--- config.mk ---
export PLATFORM = sky130hd
export DESIGN_NAME = dynseg_arbiter
export DESIGN_NICKNAME = d
export VERILOG_FILES = /design/src/rtl/dynseg_pkg.sv /design/src/rtl/dynseg_filter.sv /design/src/rtl/dynseg_pick.sv /design/src/rtl/dynseg_pending.sv /design/src/rtl/dynseg_arbiter.sv
export SDC_FILE = /design/constraint.sdc
export NUM_CORES = 1
export LEC_CHECK = 0
export BUFFER_PORTS_ARGS = -buffer_cell sky130_fd_sc_hd__buf_2
export CAP_MARGIN = 20
export CORE_MARGIN = 1.5
export CORE_UTILIZATION = 35
export DETAILED_ROUTE_END_ITERATION = 8
export PLACE_DENSITY = 0.6
export SKIP_CTS_REPAIR_TIMING = 1
export SLEW_MARGIN = 20
export SYNTH_ARGS = -nofsm -noshare
export SYNTH_HDL_FRONTEND = slang
export SYNTH_SLANG_ARGS = --single-unit
export TNS_END_PERCENT = 10
--- constraint.sdc ---
create_clock -name clk -period 10.2 [get_ports clk]
set_input_delay 1.53 -clock clk [delete_from_list [all_inputs] [get_ports clk]]
set_output_delay 1.53 -clock clk [all_outputs]
set_load 0.05 [all_outputs]
--- src/rtl/dynseg_pkg.sv ---
package dynseg_pkg;
  localparam int RL_W = 3;

  // low-bit mask selecting cycle bits below the repetition rate
  function automatic logic [5:0] rate_mask6(input logic [RL_W-1:0] rl);
    logic [5:0] ones;
    ones = '1;
    return ~(ones << rl);
  endfunction
endpackage

--- src/rtl/dynseg_filter.sv ---
module dynseg_filter #(
  parameter int ID_W  = 4,
  parameter int CYC_W = 6,
  parameter int CUR_W = 7
) (
  input  logic                      pend,
  input  logic [ID_W-1:0]           id,
  input  logic [CYC_W-1:0]          base,
  input  logic [dynseg_pkg::RL_W-1:0] rep_log2,
  input  logic [CUR_W-1:0]          cur_id,
  input  logic [CYC_W-1:0]          cyc,
  output logic                      hit
);
  logic [CYC_W-1:0] mask;
  logic [CYC_W:0]   ones;

  always_comb begin
    ones = '1;
    mask = ones[CYC_W-1:0] & ~(ones[CYC_W-1:0] << rep_log2);
  end

  assign hit = pend && (CUR_W'(id) == cur_id) && ((cyc & mask) == base);
endmodule

--- src/rtl/dynseg_pick.sv ---
module dynseg_pick #(
  parameter int N     = 4,
  parameter int IDX_W = 2
) (
  input  logic             clk,
  input  logic             rst_n,
  input  logic [N-1:0]     match,
  output logic             hit,
  output logic             multi,
  output logic [IDX_W-1:0] sel
);
  always_comb begin
    hit = 1'b0;
    sel = '0;
    for (int i = N - 1; i >= 0; i--) begin
      if (match[i]) begin
        hit = 1'b1;
        sel = IDX_W'(i);
      end
    end
  end

  assign multi = ($countones(match) > 1);


  pick_lowest_chk: assert property (@(posedge clk) disable iff (!rst_n)
    hit |-> (match[sel] && ((match & ((N'(1) << sel) - N'(1))) == '0)));
endmodule

--- src/rtl/dynseg_pending.sv ---
module dynseg_pending #(
  parameter int N = 4
) (
  input  logic         clk,
  input  logic         rst_n,
  input  logic [N-1:0] req,
  input  logic [N-1:0] own_tx,
  input  logic [N-1:0] done_vec,
  output logic [N-1:0] pend
);
  logic [N-1:0] again_q;

  for (genvar i = 0; i < N; i++) begin : g_bit
    always_ff @(posedge clk or negedge rst_n) begin
      if (!rst_n) begin
        pend[i]    <= 1'b0;
        again_q[i] <= 1'b0;
      end else if (done_vec[i]) begin
        pend[i]    <= again_q[i] | req[i];
        again_q[i] <= 1'b0;
      end else begin
        pend[i]    <= pend[i] | req[i];
        again_q[i] <= again_q[i] | (req[i] & own_tx[i]);
      end
    end
  end


  done_pending_chk: assert property (@(posedge clk) disable iff (!rst_n)
    (done_vec & ~pend) == '0);
endmodule

--- src/rtl/dynseg_arbiter.sv ---
module dynseg_arbiter #(
  parameter int N_MSG = 4,
  parameter int ID_W  = 4,
  parameter int MS_W  = 6,
  parameter int CYC_W = 6,
  parameter int RL_W  = 3
) (
  input  logic                          clk,
  input  logic                          rst_n,
  input  logic [MS_W-1:0]               cfg_seg_len,
  input  logic [CYC_W:0]                cfg_cc_max,
  input  logic [MS_W-1:0]               cfg_latest,
  input  logic [N_MSG*ID_W-1:0]         cfg_id,
  input  logic [N_MSG*CYC_W-1:0]        cfg_base,
  input  logic [N_MSG*RL_W-1:0]         cfg_rep_log2,
  input  logic [N_MSG*MS_W-1:0]         cfg_len,
  input  logic [N_MSG-1:0]              req,
  input  logic                          seg_start,
  input  logic                          ms_tick,
  output logic                          gnt,
  output logic                          done,
  output logic [((N_MSG>1)?$clog2(N_MSG):1)-1:0] tx_idx,
  output logic                          busy,
  output logic [CYC_W-1:0]              cycle_no,
  output logic                          cfg_err
);
  localparam int IDX_W = (N_MSG > 1) ? $clog2(N_MSG) : 1;
  localparam int CUR_W = MS_W + 1;

  logic             seg_act_q, busy_q, gnt_q, done_q, err_q;
  logic [MS_W-1:0]  ms_used_q, rem_q;
  logic [CUR_W-1:0] cur_id_q;
  logic [IDX_W-1:0] idx_q;
  logic [CYC_W-1:0] cyc_q;
  logic [N_MSG-1:0] pend, match, done_vec, own_tx, sent_q;
  logic             hit, multi, step, room, in_time, go, fin, last;
  logic [IDX_W-1:0] sel, fin_idx;
  logic [MS_W-1:0]  sel_len;

  for (genvar i = 0; i < N_MSG; i++) begin : g_filt
    dynseg_filter #(.ID_W(ID_W), .CYC_W(CYC_W), .CUR_W(CUR_W)) u_filt (
      .pend     (pend[i]),
      .id       (cfg_id[i*ID_W +: ID_W]),
      .base     (cfg_base[i*CYC_W +: CYC_W]),
      .rep_log2 (cfg_rep_log2[i*RL_W +: RL_W]),
      .cur_id   (cur_id_q),
      .cyc      (cyc_q),
      .hit      (match[i])
    );
  end

  dynseg_pick #(.N(N_MSG), .IDX_W(IDX_W)) u_pick (
    .clk(clk), .rst_n(rst_n), .match(match),
    .hit(hit), .multi(multi), .sel(sel)
  );

  dynseg_pending #(.N(N_MSG)) u_pend (
    .clk(clk), .rst_n(rst_n), .req(req),
    .own_tx(own_tx), .done_vec(done_vec), .pend(pend)
  );

  assign sel_len = cfg_len[sel*MS_W +: MS_W];
  assign step    = ms_tick & seg_act_q;
  assign room    = sel_len <= (cfg_seg_len - ms_used_q);
  assign in_time = ms_used_q <= cfg_latest;
  assign go      = step & ~busy_q & hit & room & in_time & (sel_len != '0);
  assign fin     = step & ((busy_q & (rem_q == MS_W'(1))) | (go & (sel_len == MS_W'(1))));
  assign fin_idx = busy_q ? idx_q : sel;
  assign last    = step & ((ms_used_q + MS_W'(1)) == cfg_seg_len);

  always_comb begin
    for (int i = 0; i < N_MSG; i++) begin
      done_vec[i] = fin & (fin_idx == IDX_W'(i));
      own_tx[i]   = (busy_q & (idx_q == IDX_W'(i))) | (go & (sel == IDX_W'(i)));
    end
  end

  always_ff @(posedge clk or negedge rst_n) begin
    if (!rst_n) begin
      seg_act_q <= 1'b0;
      busy_q    <= 1'b0;
      gnt_q     <= 1'b0;
      done_q    <= 1'b0;
      err_q     <= 1'b0;
      ms_used_q <= '0;
      rem_q     <= '0;
      cur_id_q  <= '0;
      idx_q     <= '0;
      cyc_q     <= '0;
      sent_q    <= '0;
    end else begin
      gnt_q  <= go;
      done_q <= fin;
      if (go) idx_q <= sel;
      if (step & ~busy_q & multi) err_q <= 1'b1;
      if (!seg_act_q && seg_start) begin
        seg_act_q <= 1'b1;
        ms_used_q <= '0;
        cur_id_q  <= CUR_W'(1);
        busy_q    <= 1'b0;
        sent_q    <= '0;
      end else if (step) begin
        sent_q    <= sent_q | done_vec;
        ms_used_q <= ms_used_q + MS_W'(1);
        if (busy_q) begin
          rem_q <= rem_q - MS_W'(1);
          if (rem_q == MS_W'(1)) begin
            busy_q   <= 1'b0;
            cur_id_q <= cur_id_q + CUR_W'(1);
          end
        end else if (go && sel_len != MS_W'(1)) begin
          busy_q <= 1'b1;
          rem_q  <= sel_len - MS_W'(1);
        end else begin
          cur_id_q <= cur_id_q + CUR_W'(1);
        end
        if (last) begin
          seg_act_q <= 1'b0;
          busy_q    <= 1'b0;
          cyc_q     <= ({1'b0, cyc_q} == cfg_cc_max - (CYC_W+1)'(1)) ? '0 : cyc_q + CYC_W'(1);
        end
      end
    end
  end

  assign gnt      = gnt_q;
  assign done     = done_q;
  assign tx_idx   = idx_q;
  assign busy     = busy_q;
  assign cycle_no = cyc_q;
  assign cfg_err  = err_q;


  cyc_range_chk: assert property (@(posedge clk) disable iff (!rst_n)
    seg_act_q |-> ({1'b0, cyc_q} < cfg_cc_max));

  id_ascend_chk: assert property (@(posedge clk) disable iff (!rst_n)
    (seg_act_q && $past(seg_act_q)) |-> (cur_id_q >= $past(cur_id_q)));

  rem_live_chk: assert property (@(posedge clk) disable iff (!rst_n)
    busy_q |-> (rem_q != '0));

  seg_bound_chk: assert property (@(posedge clk) disable iff (!rst_n)
    busy_q |-> (({1'b0, ms_used_q} + {1'b0, rem_q}) <= {1'b0, cfg_seg_len}));

  once_per_seg_chk: assert property (@(posedge clk) disable iff (!rst_n)
    fin |-> !sent_q[fin_idx]);
endmodule

-- Yosys cells after proc, flatten, opt, wreduce, memory -nomap -nowiden
Cells that the tools add are included.
- register bits after elaboration: 40
- output and inout bits: 12
- add/sub/neg operators: 10
- multiply operators: 1
- order comparisons: 3
- equality and inequality tests: 24
- shifts and indexed selects: 5
- muxes and demuxes: 36
- bitwise operators: 54
- reduce and logical (&&, ||, !) cells: 22
- operators with widths (kind ; number):
    $mux 7 ; 5
    $add 32x32->32 ; 1
    $gt 32x2->1 const B ; 1
    $eq 6x6->1 ; 5
    $mux 6 ; 5
    $eq 4x7->1 ; 4
    $and 1x1->1 ; 27
    $and 6x6->6 ; 4
    $not 6->6 ; 4
    $shiftx 24x6->6 ; 1
    $shl 6x3->6 const A ; 4
    $mux 1 ; 21
    $or 1x1->1 ; 17
    $add 6x1->6 const B ; 2
    $eq 2x2->1 const B ; 6
    $eq 6x1->1 const B ; 2
    $le 6x6->1 ; 2
    $sub 6x1->6 const B ; 2
    $logic_and 1x1->1 ; 10
    $mux 2 ; 5
    $reduce_and 3->1 ; 3
    $add 7x1->7 const B ; 1
    $eq 6x7->1 ; 1
    $sub 7x1->7 const B ; 1
    13 further kinds ; 21

-- Depth between registers and ports, before layout
- depth in word-level cells: 21
- mapped depth: 27
- mapped depth without buffers: 24

-- Modules after synthesis
From an unflattened synthesis, not the netlist that was laid out.
- cells, all modules: 476
- area total of the unflattened synthesis: 4035.1 um2
- by module, submodules not included (module ; instances ; cells an instance ; area an instance (um2) ; sequential area each (um2)):
    dynseg_arbiter ; 1 ; 325 ; 2815.2 ; 800.8
    dynseg_filter ; 4 ; 29 ; 214.0 ; 0.0
    dynseg_pending ; 1 ; 24 ; 295.3 ; 200.2
    dynseg_pick ; 1 ; 11 ; 68.8 ; 0.0

-- Worst setup path after synthesis
No wires, ideal clock.
- path type: input -> register
- start: in cfg_rep_log2[11]
- end: reg u_pend.again_q[2]
- setup time: 126 ps
- data arrival time: 6276 ps
- data required time: 10074 ps
- setup slack: 3799 ps
- cell stages on the path: 25
- cell sequence: clkbuf_1 -> o211ai_1 -> xnor2_1 -> o32a_1 -> nand4bb_1 -> inv_1 -> ha_1 -> clkbuf_1 -> buf_1 -> mux2i_1 -> nor2_1 -> mux2i_1 -> o221a_2 -> inv_1 -> ha_1 -> nor2b_1 -> o21a_1 -> o21a_1 -> o21a_1 -> o21a_1 -> o22ai_1 -> nand2_1 -> o41a_4 -> or4_4 -> a21boi_1
- longest elaborated chain between the ends: 20
- ends and longest elaborated chain (what ; line ; RTL):
    from (decl) ; dynseg_arbiter.sv:15 ; input logic [N_MSG*RL_W-1:0] cfg_rep_log2,
    $shl 6x3->6 (*) ; dynseg_filter.sv:19 ; mask = ones[CYC_W-1:0] & ~(ones[CYC_W-1:0] << rep_log2);
    $not 6->6 (*) ; dynseg_filter.sv:19 ;
    $and 6x6->6 (*) ; dynseg_filter.sv:22 ; assign hit = pend && (CUR_W'(id) == cur_id) && ((cyc & mask) == base);
    $eq 6x6->1 (*) ; dynseg_filter.sv:22 ;
    $logic_and 1x1->1 (*) ; dynseg_filter.sv:22 ;
    $mux 2 (4 in a row) ; dynseg_pick.sv:16 ; if (match[i]) begin
    $mul 2x2->4 ; dynseg_arbiter.sv:62 ; assign sel_len = cfg_len[sel*MS_W +: MS_W];
    $shiftx 24x6->6 ; dynseg_arbiter.sv:62 ;
    $le 6x6->1 ; dynseg_arbiter.sv:64 ; assign room = sel_len <= (cfg_seg_len - ms_used_q);
    $and 1x1->1 (3 in a row) ; dynseg_arbiter.sv:66 ; assign go = step & ~busy_q & hit & room & in_time & (sel_len != '0);
    $and 1x1->1 (on tied branches) ; dynseg_arbiter.sv:74, dynseg_arbiter.sv:67 ;
    $or 1x1->1 (on tied branches) ; dynseg_arbiter.sv:74, dynseg_arbiter.sv:67 ;
    $and 1x1->1 (on tied branches) ; dynseg_pending.sv:23, dynseg_arbiter.sv:67 ;
    $or 1x1->1 / $and 1x1->1 (equally long branches) ; dynseg_pending.sv:23, dynseg_arbiter.sv:73 ;
    $mux 1 (*) ; dynseg_pending.sv:18 ; end else if (done_vec[i]) begin
    to (signal, indexed assignment) ; dynseg_pending.sv:23 ; again_q[i] <= again_q[i] | (req[i] & own_tx[i]);
    to (decl) ; dynseg_pending.sv:11 ; logic [N-1:0] again_q;
Mark *: on every way between the ends. The rest lies on a longest branch, timed or not.
A chain may end at the register's enable or synchronous reset.

-- Worst setup path in the final report
- start: in cfg_rep_log2[8]
- end: reg u_pend.again_q[2]
- longest elaborated chain between the ends: 19
- ends and longest elaborated chain (what ; line):
    $shl 6x3->6 (*) ; dynseg_filter.sv:19
    $not 6->6 (*) ; dynseg_filter.sv:19
    $and 6x6->6 (*) ; dynseg_filter.sv:22
    $eq 6x6->1 (*) ; dynseg_filter.sv:22
    $logic_and 1x1->1 (*) ; dynseg_filter.sv:22
    $mux 2 (3 in a row) ; dynseg_pick.sv:16
    $mul 2x2->4 ; dynseg_arbiter.sv:62
    $shiftx 24x6->6 ; dynseg_arbiter.sv:62
    $le 6x6->1 ; dynseg_arbiter.sv:64
    $and 1x1->1 (3 in a row) ; dynseg_arbiter.sv:66
    $and 1x1->1 (on tied branches) ; dynseg_arbiter.sv:74, dynseg_arbiter.sv:67
    $or 1x1->1 (on tied branches) ; dynseg_arbiter.sv:74, dynseg_arbiter.sv:67
    $and 1x1->1 (on tied branches) ; dynseg_pending.sv:23, dynseg_arbiter.sv:67
    $or 1x1->1 / $and 1x1->1 (equally long branches) ; dynseg_pending.sv:23, dynseg_arbiter.sv:73
    $mux 1 (*) ; dynseg_pending.sv:18
Marked as above.

==> qor.yml <==
place:
  io_buffers: 114
  place.gp.congestion: 0.9540
  hpwl_microns: 9790
cts:
  clkSinkCount: 40
  cts_tree: "yes"
  cts_root_buf: "clkbuf_16"
  cts_made_buffers: 5
  ctsLongestPathBuffers: 2
  clk_latency_ns: 0.28
  clk_transition_reported_paths_ns: 0.06
  cts_htree_levels: 2
pwr:
  ir_drop_v: 0.00009205
  power_density_mw_per_mm2: 155.3
  p_comb_frac: 0.449
  sw_frac_of_total: 0.4174
  power_switching_mw: 0.3350
  p_seq_frac: 0.321
  p_leak_nw: 2.278
  p_int_mw: 0.4675
  p_clk_frac: 0.230
  p_total_mw: 0.8024
global_route:
  grt_usage: 0.1918
  grt_overflow: 0
  grt_first_pass_wirelength_microns: 20030
  antenna_found_initial: 0
  grt_max_degree: 41
  grt_pass1_vias: 4126
timing:
  rsz0062_at_grt: "false"
  drv_slew: 0
  tightestPinTransition_ns: 1.062
  finalSetupTns_ns: 0
  holdWs_ns: 0.5185
  skew_ns: 0.005546
  finalCritPeriodShare: 0.6521
  fmax_mhz: 150.3
  maxSlewHeadroom: 0.2817
  fin_crit_ns: 6.652
  finalHoldViolCount: 0
  setup_violations: 0
worst_hold_path:
  holdCritPathClass: "reg2reg"
worst_setup_path:
  crit_arrival_ns: 6.82
  endpoint_kind: "register"
  startpoint_type: "input pin"
  path_class: "in2reg"
  critPathRequiredTime_ns: 10.37
  crit_fanout: 15
synth:
  yosys.area.top_type: "dfrtp_1"
  synth-edff-count: 0
  synth_top_area_frac: 0.2309
  syn_nets: 667
  ys_seq_area_frac: 0.2309
  synth_top_flop_cell: "dfrtp_1"
  yosys_warnings: 0
  netlist_instances: 531
  synth.area.top_cells: "dfrtp_1 (23%), ha_1 (8.9%), xnor2_1 (5.9%)"
  synth_area_sq_mm: 0.004334
  syn_avg_cell_area_sq_um: 8.162
  ys_types: 78
  synthArstFlopShare: 1.000
  ys_ff_latch: 40
route:
  viasPerCell: 5.462
  dr.pass1.iters: 5
  drt-total-wl_microns: 12610
  drt_iter0_drc: 347
  ant_nets: 0
  num_vias: 4359
  wl_per_cell_microns: 15.80
  drc_errors: 0
final_layout:
  area_growth_pct: 19.23
  drive_gt1_frac: 0.2333
  nets: 765
  diodes: 0
  fin_util: 0.4284
floorplanning:
  die_y_microns: 114.3
  start_util: 0.3593
  placementRows: 40
  dieWidth_microns: 114.3
  core_sq_mm: 0.01206
  num_io_pins: 115
  dieArea_sq_mm: 0.01306
flow_run:
  cap_violations: 0
run_status:
  outcome: "completed"
[worst paths after layout]
kind / start / endpoint / slack [ns] / depth (start not counted)
max: cfg_rep_log2[8] / u_pend.again_q[2] / 3.55 / 21
min: rem_q[1] / rem_q[1] / 0.52 / 2
max reg2reg: cur_id_q[4] / u_pend.again_q[2] / 4.11 / 20
min reg2reg: rem_q[1] / rem_q[1] / 0.52 / 2
max in group asynchronous: rst_n / rem_q[0] / 8.23 / 1
min in group asynchronous: rst_n / cur_id_q[4] / 1.38 / 1
[cells in the mapped netlist (3+ instances only)]
cell,n
mux2_2,3
buf_6,3
nor3_1,15
a221oi_1,3
ha_1,31
nor2b_1,4
a21oi_1,23
nand2b_1,5
clkbuf_1,10
a211oi_1,7
nand4_1,6
o21ai_0,31
nand3_1,22
a41oi_1,3
a21o_1,5
inv_2,3
a32oi_1,4
nor2_1,41
and2_1,4
mux2i_1,12
o21a_1,5
o22ai_1,5
buf_2,9
o211ai_1,9
and3_1,8
nor4_1,5
nor4b_1,3
dfrtp_1,40
inv_1,45
o31ai_1,10
or3_1,5
nand2_1,35
xnor2_1,29
xor2_1,23
o221a_2,3
a31oi_1,8
[stage by stage]
step                      instances  setup slack, ns  area (sq um)
after global placement          790            3.417          4995
after CTS                       798            3.562          5167
after global routing            798            3.294          5167
final                           798            3.548          5167
after detailed placement        790            3.259          4995
after floorplan                 531            3.799          4334
[logic make-up after synthesis]
kind of cell,after synthesis,synth area share
mux,15,0.03551
flops,40,0.2309
fa+ha+maj,33,0.09873
simple gates,175,0.2200
buf+inv,72,0.07101
xor+xnor,52,0.1051
compound gates,144,0.2387
[cell usage in the layout (no fill, tap or decap), drive strengths merged, types with 8 or more instances in the layout]
cell type and count:
a21oi 23, o211ai 9, and3 9, o31ai 10, nor3 15, o21ai 31, xnor2 29, xor2 23
nand2 35, inv 48, mux2i 12, ha 31, nand3 22, nor2 42, buf 115, dfrtp 40
a31oi 8
[area by class of cell]
class / count / area, sq um
timing repair buffer: 115 / 578.1
fill: 1192 / 6894
multi-input combinational: 419 / 3025
clock buffer: 5 / 125.1
clock inverter: 3 / 47.55
tap: 168 / 210.2
inverter: 48 / 180.2
sequential: 40 / 1001
[metal layers]
| metal | wire length (microns) | track usage |
|---|---|---|
| met2 | 5704 | 0.3096 |
| met5 | 0 | 0 |
| met1 | 5804 | 0.2590 |
| met3 | 835 | 0.03123 |
| met4 | 265 | 0.07083 |
[power groups by stage]
stage	Clock, mW	Sequential (mW)	Combinational, mW
floorplan	0	0.235	0.285
global placement	0	0.260	0.347
detailed placement	0	0.260	0.359
CTS	0.188	0.257	0.361
global route	0.195	0.265	0.410
finish	0.184	0.258	0.360
[registers in the layout, summed over array words and instances (netlist names)]
signal and cells:
gnt 1, u_pend.pend 4, tx_idx 2, busy 1
cur_id_q 7, cfg_err 1, ms_used_q 6, seg_act_q 1
cycle_no 6, u_pend.again_q 4, rem_q 6, done 1
[critical path: stages]
cell,delay [ns]
buf_2,0.13
nand2_1,0.08
xnor2_1,0.15
or4_1,0.50
or3_1,0.46
ha_1,0.45
a31oi_1,0.43
a32oi_1,0.09
o221a_2,0.37
inv_1,0.08
ha_1,0.23
nor2b_1,0.14
o21a_1,0.17
o21a_1,0.17
o21a_1,0.16
o21a_1,0.16
o22ai_1,0.18
nand2_1,0.14
o41a_4,0.51
or4_4,0.53
a21boi_1,0.14
(Power assumes the default switching activity.)
